--- src/rtl/pt_walker_pkg.sv ---
package pt_walker_pkg;

  typedef enum logic [2:0] {
    FLT_NONE = 3'd0,
    FLT_ACV  = 3'd1,
    FLT_TNV  = 3'd2,
    FLT_FOR  = 3'd3,
    FLT_FOW  = 3'd4,
    FLT_FOE  = 3'd5
  } faultE;

  typedef enum logic [1:0] {
    ACC_READ  = 2'd0,
    ACC_WRITE = 2'd1,
    ACC_FETCH = 2'd2,
    ACC_RSVD  = 2'd3
  } accessE;

  // entry bit positions; fault-on bits line up with prot after a shift by one
  localparam int EntValidBit = 0;
  localparam int EntFoLsb    = 1;
  localparam int EntReLsb    = 8;
  localparam int EntWeLsb    = 12;

  // control -> datapath strobes
  typedef struct packed {
    logic loadReq;
    logic takeFast;
    logic stepLevel;
    logic takeWalk;
  } ctlStrobeT;

  function automatic logic [2:0] needOf(input accessE acc);
    case (acc)
      ACC_WRITE: return 3'b010;
      ACC_FETCH: return 3'b100;
      default:   return 3'b001;
    endcase
  endfunction

  function automatic faultE foFaultOf(input accessE acc);
    case (acc)
      ACC_FETCH: return FLT_FOE;
      ACC_WRITE: return FLT_FOW;
      default:   return FLT_FOR;
    endcase
  endfunction

endpackage

--- src/rtl/pt_walker_ctl.sv ---
module pt_walker_ctl
  import pt_walker_pkg::*;
#(
  parameter int LEVELS = 3,
  parameter int LVL_W  = 2
) (
  input  logic             clk,
  input  logic             rst_n,
  input  logic             reqValid,
  input  logic             fastDone,
  input  logic             memValid,
  input  logic             pteStop,
  output ctlStrobeT        strobe,
  output logic [LVL_W-1:0] level,
  output logic             memReq,
  output logic             reqReady,
  output logic             done
);

  typedef enum logic [1:0] {ST_IDLE, ST_FETCH, ST_FINISH} stateE;

  stateE            stQ, stD;
  logic [LVL_W-1:0] lvlQ, lvlD;

  always_comb begin
    stD    = stQ;
    lvlD   = lvlQ;
    strobe = '0;
    case (stQ)
      ST_IDLE: begin
        if (reqValid) begin
          strobe.loadReq = 1'b1;
          lvlD = '0;
          if (fastDone) begin
            strobe.takeFast = 1'b1;
            stD = ST_FINISH;
          end else begin
            stD = ST_FETCH;
          end
        end
      end
      ST_FETCH: begin
        if (memValid) begin
          if (pteStop || (lvlQ == LVL_W'(LEVELS - 1))) begin
            strobe.takeWalk = 1'b1;
            stD = ST_FINISH;
          end else begin
            strobe.stepLevel = 1'b1;
            lvlD = lvlQ + 1'b1;
          end
        end
      end
      ST_FINISH: stD = ST_IDLE;
      default:   stD = ST_IDLE;
    endcase
  end

  always_ff @(posedge clk or negedge rst_n) begin
    if (!rst_n) begin
      stQ  <= ST_IDLE;
      lvlQ <= '0;
    end else begin
      stQ  <= stD;
      lvlQ <= lvlD;
    end
  end

  assign level    = lvlQ;
  assign memReq   = (stQ == ST_FETCH);
  assign reqReady = (stQ == ST_IDLE);
  assign done     = (stQ == ST_FINISH);

endmodule

--- src/rtl/pt_walker_dp.sv ---
module pt_walker_dp
  import pt_walker_pkg::*;
#(
  parameter int VA_W       = 64,
  parameter int PAGE_SHIFT = 13,
  parameter int IDX_W      = 10,
  parameter int LEVELS     = 3,
  parameter int PTE_W      = 64,
  parameter int FRAME_LSB  = 32,
  parameter int LVL_W      = 2
) (
  input  logic             clk,
  input  logic             rst_n,
  input  ctlStrobeT        strobe,
  input  logic [LVL_W-1:0] level,
  input  logic [VA_W-1:0]  reqVa,
  input  logic [1:0]       reqAccess,
  input  logic [1:0]       reqPriv,
  input  logic             reqPhys,
  input  logic [VA_W-1:0]  ptBase,
  input  logic [PTE_W-1:0] memData,
  output logic             fastDone,
  output logic             pteStop,
  output logic [VA_W-1:0]  memAddr,
  output logic [VA_W-1:0]  physAddr,
  output logic [2:0]       prot,
  output logic [2:0]       fault
);

  localparam int IMPL_W  = PAGE_SHIFT + LEVELS * IDX_W;
  localparam int SP_SRC  = IMPL_W - 3;
  localparam int SP_DST  = IMPL_W;
  localparam int FRAME_W = PTE_W - FRAME_LSB;

  logic [VA_W-1:0] vaQ;
  accessE          accQ;
  logic [1:0]      privQ;
  logic [VA_W-1:0] baseQ;
  logic [VA_W-1:0] physQ;
  logic [2:0]      protQ;
  faultE           faultQ;

  // ---------------- request classification (no memory needed) ----------------
  logic [VA_W-IMPL_W-1:0] upperBits;
  logic                   signOk, inWindow;
  logic [VA_W-1:0]        spPhys, fastPhys;
  logic [2:0]             fastProt;
  faultE                  fastFault;

  assign upperBits = reqVa[VA_W-1:IMPL_W];
  assign signOk    = (&upperBits) | ~(|upperBits);
  assign inWindow  = reqVa[VA_W-1] && (reqVa[IMPL_W-1 -: 2] == 2'b10);
  assign spPhys    = {{(VA_W-SP_DST-1){1'b0}}, reqVa[SP_SRC],
                      {(SP_DST-SP_SRC){1'b0}}, reqVa[SP_SRC-1:0]};

  always_comb begin
    fastDone  = 1'b1;
    fastFault = FLT_NONE;
    fastProt  = 3'b111;
    fastPhys  = reqVa;
    if (reqPhys) begin
      fastPhys = reqVa;
    end else if (!signOk) begin
      fastFault = FLT_ACV;
      fastProt  = 3'b000;
      fastPhys  = '0;
    end else if (inWindow) begin
      if (reqPriv == 2'd0) begin
        fastPhys = spPhys;
      end else begin
        fastFault = FLT_ACV;
        fastProt  = 3'b000;
        fastPhys  = '0;
      end
    end else begin
      fastDone  = 1'b0;
      fastProt  = 3'b000;
      fastPhys  = '0;
    end
  end

  // ---------------- per-level index extraction ----------------
  logic [IDX_W-1:0] lvlIdx [LEVELS];

  for (genvar g = 0; g < LEVELS; g++) begin : g_idx
    assign lvlIdx[g] = vaQ[PAGE_SHIFT + (LEVELS-1-g)*IDX_W +: IDX_W];
  end

  assign memAddr = baseQ + {{(VA_W-IDX_W-3){1'b0}}, lvlIdx[level], 3'b000};

  // ---------------- entry evaluation ----------------
  logic            isLeaf, entValid, readEn, writeEn;
  logic [2:0]      permRaw, permCut, needBits, foMask;
  logic [VA_W-1:0] framePhys, walkPhys;
  logic [2:0]      walkProt;
  faultE           walkFault;

  assign isLeaf    = (level == LVL_W'(LEVELS - 1));
  assign entValid  = memData[EntValidBit];
  assign readEn    = memData[EntReLsb + int'(privQ)];
  assign writeEn   = memData[EntWeLsb + int'(privQ)];
  assign permRaw   = {readEn, writeEn, readEn};
  assign needBits  = needOf(accQ);
  assign foMask    = memData[EntFoLsb +: 3];
  assign permCut   = permRaw & ~foMask;
  assign framePhys = {{(VA_W-FRAME_W-PAGE_SHIFT){1'b0}},
                      memData[PTE_W-1:FRAME_LSB], {PAGE_SHIFT{1'b0}}};

  always_comb begin
    pteStop   = 1'b1;
    walkFault = FLT_NONE;
    walkProt  = 3'b000;
    walkPhys  = '0;
    if (!entValid) begin
      walkFault = FLT_TNV;
    end else if (!isLeaf) begin
      if (!memData[EntReLsb]) walkFault = FLT_ACV;
      else                    pteStop   = 1'b0;
    end else if ((permRaw & needBits) == 3'b000) begin
      walkFault = FLT_ACV;
    end else begin
      walkProt = permCut;
      walkPhys = framePhys | {{(VA_W-PAGE_SHIFT){1'b0}}, vaQ[PAGE_SHIFT-1:0]};
      if ((permCut & needBits) == 3'b000) walkFault = foFaultOf(accQ);
    end
  end

  // ---------------- state ----------------
  always_ff @(posedge clk or negedge rst_n) begin
    if (!rst_n) begin
      vaQ    <= '0;
      accQ   <= ACC_READ;
      privQ  <= '0;
      baseQ  <= '0;
      physQ  <= '0;
      protQ  <= '0;
      faultQ <= FLT_NONE;
    end else begin
      if (strobe.loadReq) begin
        vaQ   <= reqVa;
        accQ  <= accessE'(reqAccess);
        privQ <= reqPriv;
        baseQ <= ptBase;
      end
      if (strobe.stepLevel) baseQ <= framePhys;
      if (strobe.takeFast) begin
        physQ  <= fastPhys;
        protQ  <= fastProt;
        faultQ <= fastFault;
      end else if (strobe.takeWalk) begin
        physQ  <= walkPhys;
        protQ  <= walkProt;
        faultQ <= walkFault;
      end
    end
  end

  assign physAddr = physQ;
  assign prot     = protQ;
  assign fault    = faultQ;

  logic unusedBits;
  assign unusedBits = ^{vaQ[VA_W-1:IMPL_W], memData[EntReLsb-1:EntFoLsb+3],
                        memData[FRAME_LSB-1:EntWeLsb+4]};

endmodule

--- src/rtl/pt_walker.sv ---
module pt_walker
  import pt_walker_pkg::*;
#(
  parameter int VA_W       = 64,
  parameter int PAGE_SHIFT = 13,
  parameter int IDX_W      = 10,
  parameter int LEVELS     = 3,
  parameter int PTE_W      = 64,
  parameter int FRAME_LSB  = 32
) (
  input  logic            clk,
  input  logic            rst_n,
  input  logic            reqValid,
  output logic            reqReady,
  input  logic [VA_W-1:0] reqVa,
  input  logic [1:0]      reqAccess,
  input  logic [1:0]      reqPriv,
  input  logic            reqPhys,
  input  logic [VA_W-1:0] ptBase,
  output logic            memReq,
  output logic [VA_W-1:0] memAddr,
  input  logic            memValid,
  input  logic [PTE_W-1:0] memData,
  output logic            done,
  output logic [VA_W-1:0] physAddr,
  output logic [2:0]      prot,
  output logic [2:0]      fault
);

  localparam int LVL_W = (LEVELS > 1) ? $clog2(LEVELS) : 1;

  ctlStrobeT        strobe;
  logic [LVL_W-1:0] level;
  logic             fastDone, pteStop;

  pt_walker_ctl #(.LEVELS(LEVELS), .LVL_W(LVL_W)) u_ctl (
    .clk      (clk),
    .rst_n    (rst_n),
    .reqValid (reqValid),
    .fastDone (fastDone),
    .memValid (memValid),
    .pteStop  (pteStop),
    .strobe   (strobe),
    .level    (level),
    .memReq   (memReq),
    .reqReady (reqReady),
    .done     (done)
  );

  pt_walker_dp #(
    .VA_W(VA_W), .PAGE_SHIFT(PAGE_SHIFT), .IDX_W(IDX_W), .LEVELS(LEVELS),
    .PTE_W(PTE_W), .FRAME_LSB(FRAME_LSB), .LVL_W(LVL_W)
  ) u_dp (
    .clk       (clk),
    .rst_n     (rst_n),
    .strobe    (strobe),
    .level     (level),
    .reqVa     (reqVa),
    .reqAccess (reqAccess),
    .reqPriv   (reqPriv),
    .reqPhys   (reqPhys),
    .ptBase    (ptBase),
    .memData   (memData),
    .fastDone  (fastDone),
    .pteStop   (pteStop),
    .memAddr   (memAddr),
    .physAddr  (physAddr),
    .prot      (prot),
    .fault     (fault)
  );

endmodule

--- config.mk ---
export PLATFORM = sky130hd
export DESIGN_NAME = pt_walker
export DESIGN_NICKNAME = d
export VERILOG_FILES = /design/src/rtl/pt_walker_pkg.sv /design/src/rtl/pt_walker_ctl.sv /design/src/rtl/pt_walker_dp.sv /design/src/rtl/pt_walker.sv
export SDC_FILE = /design/constraint.sdc
export NUM_CORES = 1
export LEC_CHECK = 0
export BUFFER_PORTS_ARGS = -buffer_cell sky130_fd_sc_hd__buf_2
export CAP_MARGIN = 10
export CORE_MARGIN = 2
export CORE_UTILIZATION = 46
export DETAILED_ROUTE_END_ITERATION = 10
export HOLD_SLACK_MARGIN = 0.15
export PLACE_DENSITY = 0.77
export SYNTH_ARGS = -nofsm -noshare
export SYNTH_HDL_FRONTEND = slang
export SYNTH_HIERARCHICAL = 1
export SYNTH_SLANG_ARGS = --single-unit
export TNS_END_PERCENT = 5
--- constraint.sdc ---
create_clock -name clk -period 3.44 [get_ports clk]
set_input_delay 0.516 -clock clk [delete_from_list [all_inputs] [get_ports clk]]
set_output_delay 0.516 -clock clk [all_outputs]
set_load 0.02 [all_outputs]
==> metrics.csv, run 1 <==
metric;value;unit
outcome;complete, but fails checks;
violated checks;setup timing;
final non-filler cell total;1585;
post-DP HPWL;21820;um
initial antenna violation count;3;
Worst path max stage delay;0.39;ns
commonest non-fill, non-tap cell in the layout;buf_2;
TNS Setup;-14.17;ns
Layout Nets;1508;
flops & latches, synth;185;
TritonCTS clock tree;built;
CTS buffer count;17;
Max clock buf depth;2;
syn_nets;1171;
fmax;0.2612;GHz
fraction of layout cells with a size suffix above 1;0.3936;
Rows;53;
Starting DRT DRC Count;624;
Initial Utilization;0.4650;
unrepaired setup endpoints after global routing;yes;
crit path DAT;3.31;ns
DR pass1 iterations;5;
setup slack after layout;-0.3887;ns
Tightest Hold Check Type;in2reg;
post-placement cell count;1534;
clk root buf;clkbuf_16;
Finished Core Util;0.6213;
Worst-Skew Late Latency;0.43;ns
largest net degree at the start of global routing;95;
final period utilization;1.113;
number of global-route vias before repair;8463;
Peak supply drop;0.4234;mV
Remaining DRCs;0;
met1 usage;0.3516;
Most Crowded Layer GR;met2;
Sink Count;185;
Clk pin slew, worst setup/hold paths;0.08;ns
global-route congestion overflow total;0;
Yosys Warn Count;6;
Max Fanout on Critical Path;7;
CP max stage cell;dfrtp_1;
crit path cell chain;nor2b_2 -> buf_6 -> buf_4 -> nand2_1 -> o21ai_0 -> ha_1 -> and2_1 -> nand4_1 -> a21oi_2 -> o41ai_4 -> buf_12 -> buf_8 -> or3_1 -> xnor2_1 -> buf_4;
Total Wirelength;29840;um
Area Overhead vs Synth;33.61;%
pwr/cell area;526.2;nW/um^2
Leakage;0.006127;uW
first-pass GRT wire length;45580;um
met2 usage;0.4366;
fillers;1695;
Mean Syn Cell Area;10.16;sq um
Least-Margin Pin Slew;0.8832;ns
Placed Area;11870;sq um
vias per std cell;5.532;
final-report max-slew violation count;0;
max_slew headroom;0.4112;
Final Cell Area;12980;sq um
vias;8769;
most frequent cells in the layout;buf_2 (265), dfrtp_1 (185), buf_4 (95), o21ai_0 (86), nand2_1 (83);
Critical Path Sink Type;primary output;
worst slack, placed;-0.3057;ns
Final Setup Violations;53;
routed len/inst;18.83;um
Req. time, crit path;2.92;ns
H-tree Lvls;4;
Critical Path Source Type;flip-flop;
Tmin final;3.829;ns
Synth Flop Type;dfrtp_1;
GRT Total Usage;0.2639;
crit-path most repeated cell;buf_4;
sequential area share after synthesis;0.4766;
post-synth cell types;55;
I/O pins;338;
Die Wd;149.3;um
Cell Area, Synth;9713;sq um
Buffers on Ports;317;
GR Util met3;0.05199;
clk_skew;0.01370;ns
antenna-violating nets left;0;
Synth async-reset ratio;1.000;
CP Class;reg2out;
Final GP Congestion;0.9201;
die area;22290;sq um
Post-Syn Instances;956;
Post-synth EDFFs;0;
die height;149.3;um
max capacitance violation total;0;
Core Box Area;20890;sq um
Final Hold Fails;0;
[registers in the layout, indices dropped and copies added (netlist names)]
signal,flops
u_dp/accQ,2
u_dp/baseQ,64
u_ctl/level,2
u_dp/physAddr,64
u_ctl/stQ,2
u_dp/privQ,2
u_dp/prot,3
u_dp/fault,3
u_dp/vaQ,43
[cell type report]
cell class,instances,area [sq um],area share
timing repair buffer,376,2285,0.1761
clock buffer,17,425.4,0.03278
multi-input combinational,653,4882,0.3762
sequential,185,4629,0.3567
inverter,60,225.2,0.01735
antenna,4,10.01,0.0007713
tap,275,344.1,0.02651
clock inverter,15,176.4,0.01359
[layer usage]
metal	wire length, um	vias up	part of all wire
met1	12640	4320	0.42
met3	1839	54	0.062
met4	688	0	0.023
met2	14680	333	0.49
met5	0	-	0
li1	-	4062	-
[stage by stage]
stage | total power (uW) | hold slack, ns
after floorplan | 3823 | 0.2204
after global placement | 4562 | 0.4589
after detailed placement | 4609 | 0.4662
after CTS | 6765 | 0.2765
after global routing | 7151 | 0.2860
final | 6829 | 0.2948
[kinds of logic after synthesis]
logic type               synth area share
AO/OA/AOI/OAI                      0.1297
buffers and inverters             0.04947
flip-flops                         0.4766
adder cells (fa/ha/maj)           0.01881
multiplexers                       0.1354
XOR/XNOR                          0.05320
AND/OR/NAND/NOR                    0.1368
[power breakdown]
group / leakage [uW] / internal [uW] / total, uW / switching, uW
logic: 0.00357 / 923 / 2110 / 1180
registers: 0.00227 / 2460 / 2720 / 256
clock network: 0.000291 / 1050 / 2010 / 961
total: 0.00613 / 4430 / 6830 / 2400
[cells in the mapped netlist, drive strengths merged, types with 5 or more instances]
cell / number / area (sq um)
buf: 21 / 116.4
nand3: 17 / 102.6
nor2: 61 / 229.0
nor4: 21 / 186.4
o21ai: 99 / 495.5
a22o: 19 / 166.4
nand2: 85 / 319.1
a21oi: 11 / 55.05
nand4: 17 / 106.4
xor2: 37 / 324.1
ha: 13 / 162.7
mux2: 47 / 529.3
clkbuf: 37 / 138.9
nor3: 23 / 115.1
xnor2: 22 / 192.7
and3: 6 / 37.54
dfrtp: 185 / 4629
or3: 5 / 31.28
nor2b: 8 / 50.05
inv: 60 / 225.2
a22oi: 46 / 345.3
mux2i: 74 / 740.7
[worst max-delay path, delay by kind of cell (launching register included)]
kind / cells / cell delay, ns
AND/OR/NAND/NOR: 5 / 0.84
buffers and inverters: 5 / 0.75
AO/OA/AOI/OAI: 3 / 0.40
flip-flops: 1 / 0.39
adder cells (fa/ha/maj): 1 / 0.35
XOR/XNOR: 1 / 0.15
[repair_timing]
item | in CTS | in global routing
hold endpoints to repair | 58 | 0
resized for setup | 73 | 41
hold buffers | 1 | 0
pin swaps | 12 | 20
buffers inserted | 10 | 4
setup endpoints to repair | 53 | 54
[path summary, 6_finish.rpt]
kind                                         from           endpoint  slack (ns)  cells after the start
min in group asynchronous                   rst_n  u_dp/physAddr[16]        0.63                      2
worst min-delay path                   memData[0]      u_dp/fault[1]        0.29                      2
max in group asynchronous                   rst_n  u_dp/physAddr[40]        1.89                      3
worst max register to register     u_ctl/level[0]      u_dp/fault[0]        0.51                     11
worst min register to register  u_dp/physAddr[42]  u_dp/physAddr[42]        0.48                      2
worst max-delay path               u_ctl/level[1]        memAddr[20]       -0.39                     15
No activity file was read; power rests on OpenSTA's default activity.
==> run 2: changes to the inputs <==
--- a/config.mk
+++ b/config.mk
@@ -12,6 +12,7 @@
 export DETAILED_ROUTE_END_ITERATION = 10
 export HOLD_SLACK_MARGIN = 0.15
 export PLACE_DENSITY = 0.77
+export SKIP_CTS_REPAIR_TIMING = 1
 export SYNTH_ARGS = -nofsm -noshare
 export SYNTH_HDL_FRONTEND = slang
 export SYNTH_HIERARCHICAL = 1
==> run 2 against run 1 <==
The flow still finishes with violations (setup timing). Sequential share of layout area up 0.21 points. Sequential cell count unchanged. Worst hold slack worse by 0.0019 ns. Register-to-register slack better by 0.11 ns. Total power down 0.75%. Critical path depth down 1. Setup slack worse by 0.070 ns. Die area unchanged. Core utilization down 0.36 points.
==> metrics.csv, run 2 (synthesized netlist as in run 1, its figures left out) <==
metric;value;unit
outcome;complete, but fails checks;
violated checks;setup timing;
Max clock buf depth;2;
Final Setup Violations;51;
CTS buffer count;17;
sequential standard cell area;4629;sq um
H-tree Lvls;4;
largest net degree at the start of global routing;95;
pwr/cell area;525.3;nW/um^2
Clk pin slew, worst setup/hold paths;0.08;ns
Die Wd;149.3;um
Buf/Inv on CP;6;
fillers;1705;
Initial Utilization;0.4650;
Req. time, crit path;2.92;ns
Area Overhead vs Synth;32.84;%
max capacitance violation total;0;
vias;8682;
Rows;53;
fraction of layout cells with a size suffix above 1;0.3898;
most frequent cells in the layout;buf_2 (273), dfrtp_1 (185), o21ai_0 (88), nand2_1 (81), buf_4 (80);
CP max stage cell;ha_1;
die height;149.3;um
TritonCTS clock tree;built;
final-report max-slew violation count;0;
area of the multi-input gates;4883;sq um
max_slew headroom;0.4039;
Critical Path Source Type;flip-flop;
Leakage;0.006115;uW
Tmin final;3.899;ns
Peak supply drop;0.3935;mV
CP Class;reg2out;
Tightest Hold Check Type;in2reg;
Core Box Area;20890;sq um
vias per std cell;5.509;
post-DP HPWL;21820;um
global-route congestion overflow total;0;
Max Fanout on Critical Path;8;
Layout Nets;1500;
Total Wirelength;29630;um
clk root buf;clkbuf_16;
routed len/inst;18.80;um
post-placement cell count;1534;
commonest non-fill, non-tap cell in the layout;buf_2;
antenna-violating nets left;0;
final period utilization;1.133;
Final Hold Fails;0;
DR pass1 iterations;5;
die area;22290;sq um
Worst path max stage delay;0.42;ns
unrepaired setup endpoints after global routing;yes;
Final GP Congestion;0.9201;
TNS Setup;-18.00;ns
setup slack after layout;-0.4592;ns
Worst-Skew Late Latency;0.43;ns
crit path cell chain;buf_12 -> buf_6 -> mux2i_1 -> o21ai_0 -> ha_1 -> nand4_1 -> a21oi_2 -> o41ai_4 -> buf_6 -> buf_12 -> nor3_1 -> buf_4 -> xor2_2 -> buf_4;
GRT Total Usage;0.2582;
clk_skew;0.01484;ns
final non-filler cell total;1576;
number of global-route vias before repair;8322;
Least-Margin Pin Slew;0.8941;ns
crit path DAT;3.38;ns
Starting DRT DRC Count;653;
initial antenna violation count;3;
Remaining DRCs;0;
I/O pins;338;
Buffers on Ports;317;
cell family with most CP delay;buffers and inverters;
fmax;0.2565;GHz
first-pass GRT wire length;44630;um
Sink Count;185;
Critical Path Sink Type;primary output;
[run 2: through the flow]
step	total power, uW	setup slack [ns]	util	instance area (sq um)	hold WS (ns)
final	6777	-0.4592	0.6177	12900	0.2929
after global routing	7097	-0.6079	0.6174	12900	0.2877
after CTS	6626	-0.8000	0.5969	12470	0.07214
after detailed placement	4609	-0.3057	0.5681	11870	0.4662
after global placement	4562	-0.1835	0.5681	11870	0.4589
after floorplan	3823	0.001969	-	9726	0.2204
[run 2: final timing paths]
path | startpoint | end | slack [ns] | depth (start not counted)
min in group asynchronous | rst_n | u_dp/physAddr[25] | 0.62 | 2
max in group asynchronous | rst_n | u_dp/physAddr[40] | 1.87 | 3
min reg2reg | u_dp/physAddr[42] | u_dp/physAddr[42] | 0.48 | 2
max reg2reg | u_ctl/level[0] | u_dp/fault[0] | 0.62 | 10
max | u_ctl/level[0] | memAddr[36] | -0.46 | 14
min | memData[0] | u_dp/fault[1] | 0.29 | 2
[run 2: layout make-up]
class,count,area share
diodes,3,0.0005818
clock buffers,17,0.03297
clock inverters,15,0.01367
inverters,60,0.01746
multi-input cells,653,0.3785
flip-flops and latches,185,0.3588
well taps,275,0.02667
repair buffers,368,0.1714
[run 2: worst register-to-register path, cell delays in order (launching register included)]
cell and delay [ns]:
dfrtp_1 0.42, buf_12 0.16, buf_6 0.14, nand2b_1 0.23, nand3_1 0.17, o21ai_0 0.14
nor3b_1 0.57, nor2_4 0.10, buf_4 0.33, a311oi_1 0.34, a21oi_1 0.10
[run 2: metal layers]
metal / wire [um] / track usage / vias up / share of wire
li1: - / - / 4040 / -
met1: 12490 / 0.3461 / 4270 / 0.42
met2: 14520 / 0.4219 / 329 / 0.49
met3: 1952 / 0.05199 / 43 / 0.066
met4: 665 / 0.08429 / 0 / 0.022
met5: 0 / 0 / - / 0
[run 2: power by group]
| part | switching, uW | internal, uW | total, uW |
|---|---|---|---|
| Combinational | 1170 | 890 | 2060 |
| Clock | 960 | 1040 | 2000 |
| Sequential | 255 | 2460 | 2710 |
| Total | 2380 | 4390 | 6780 |
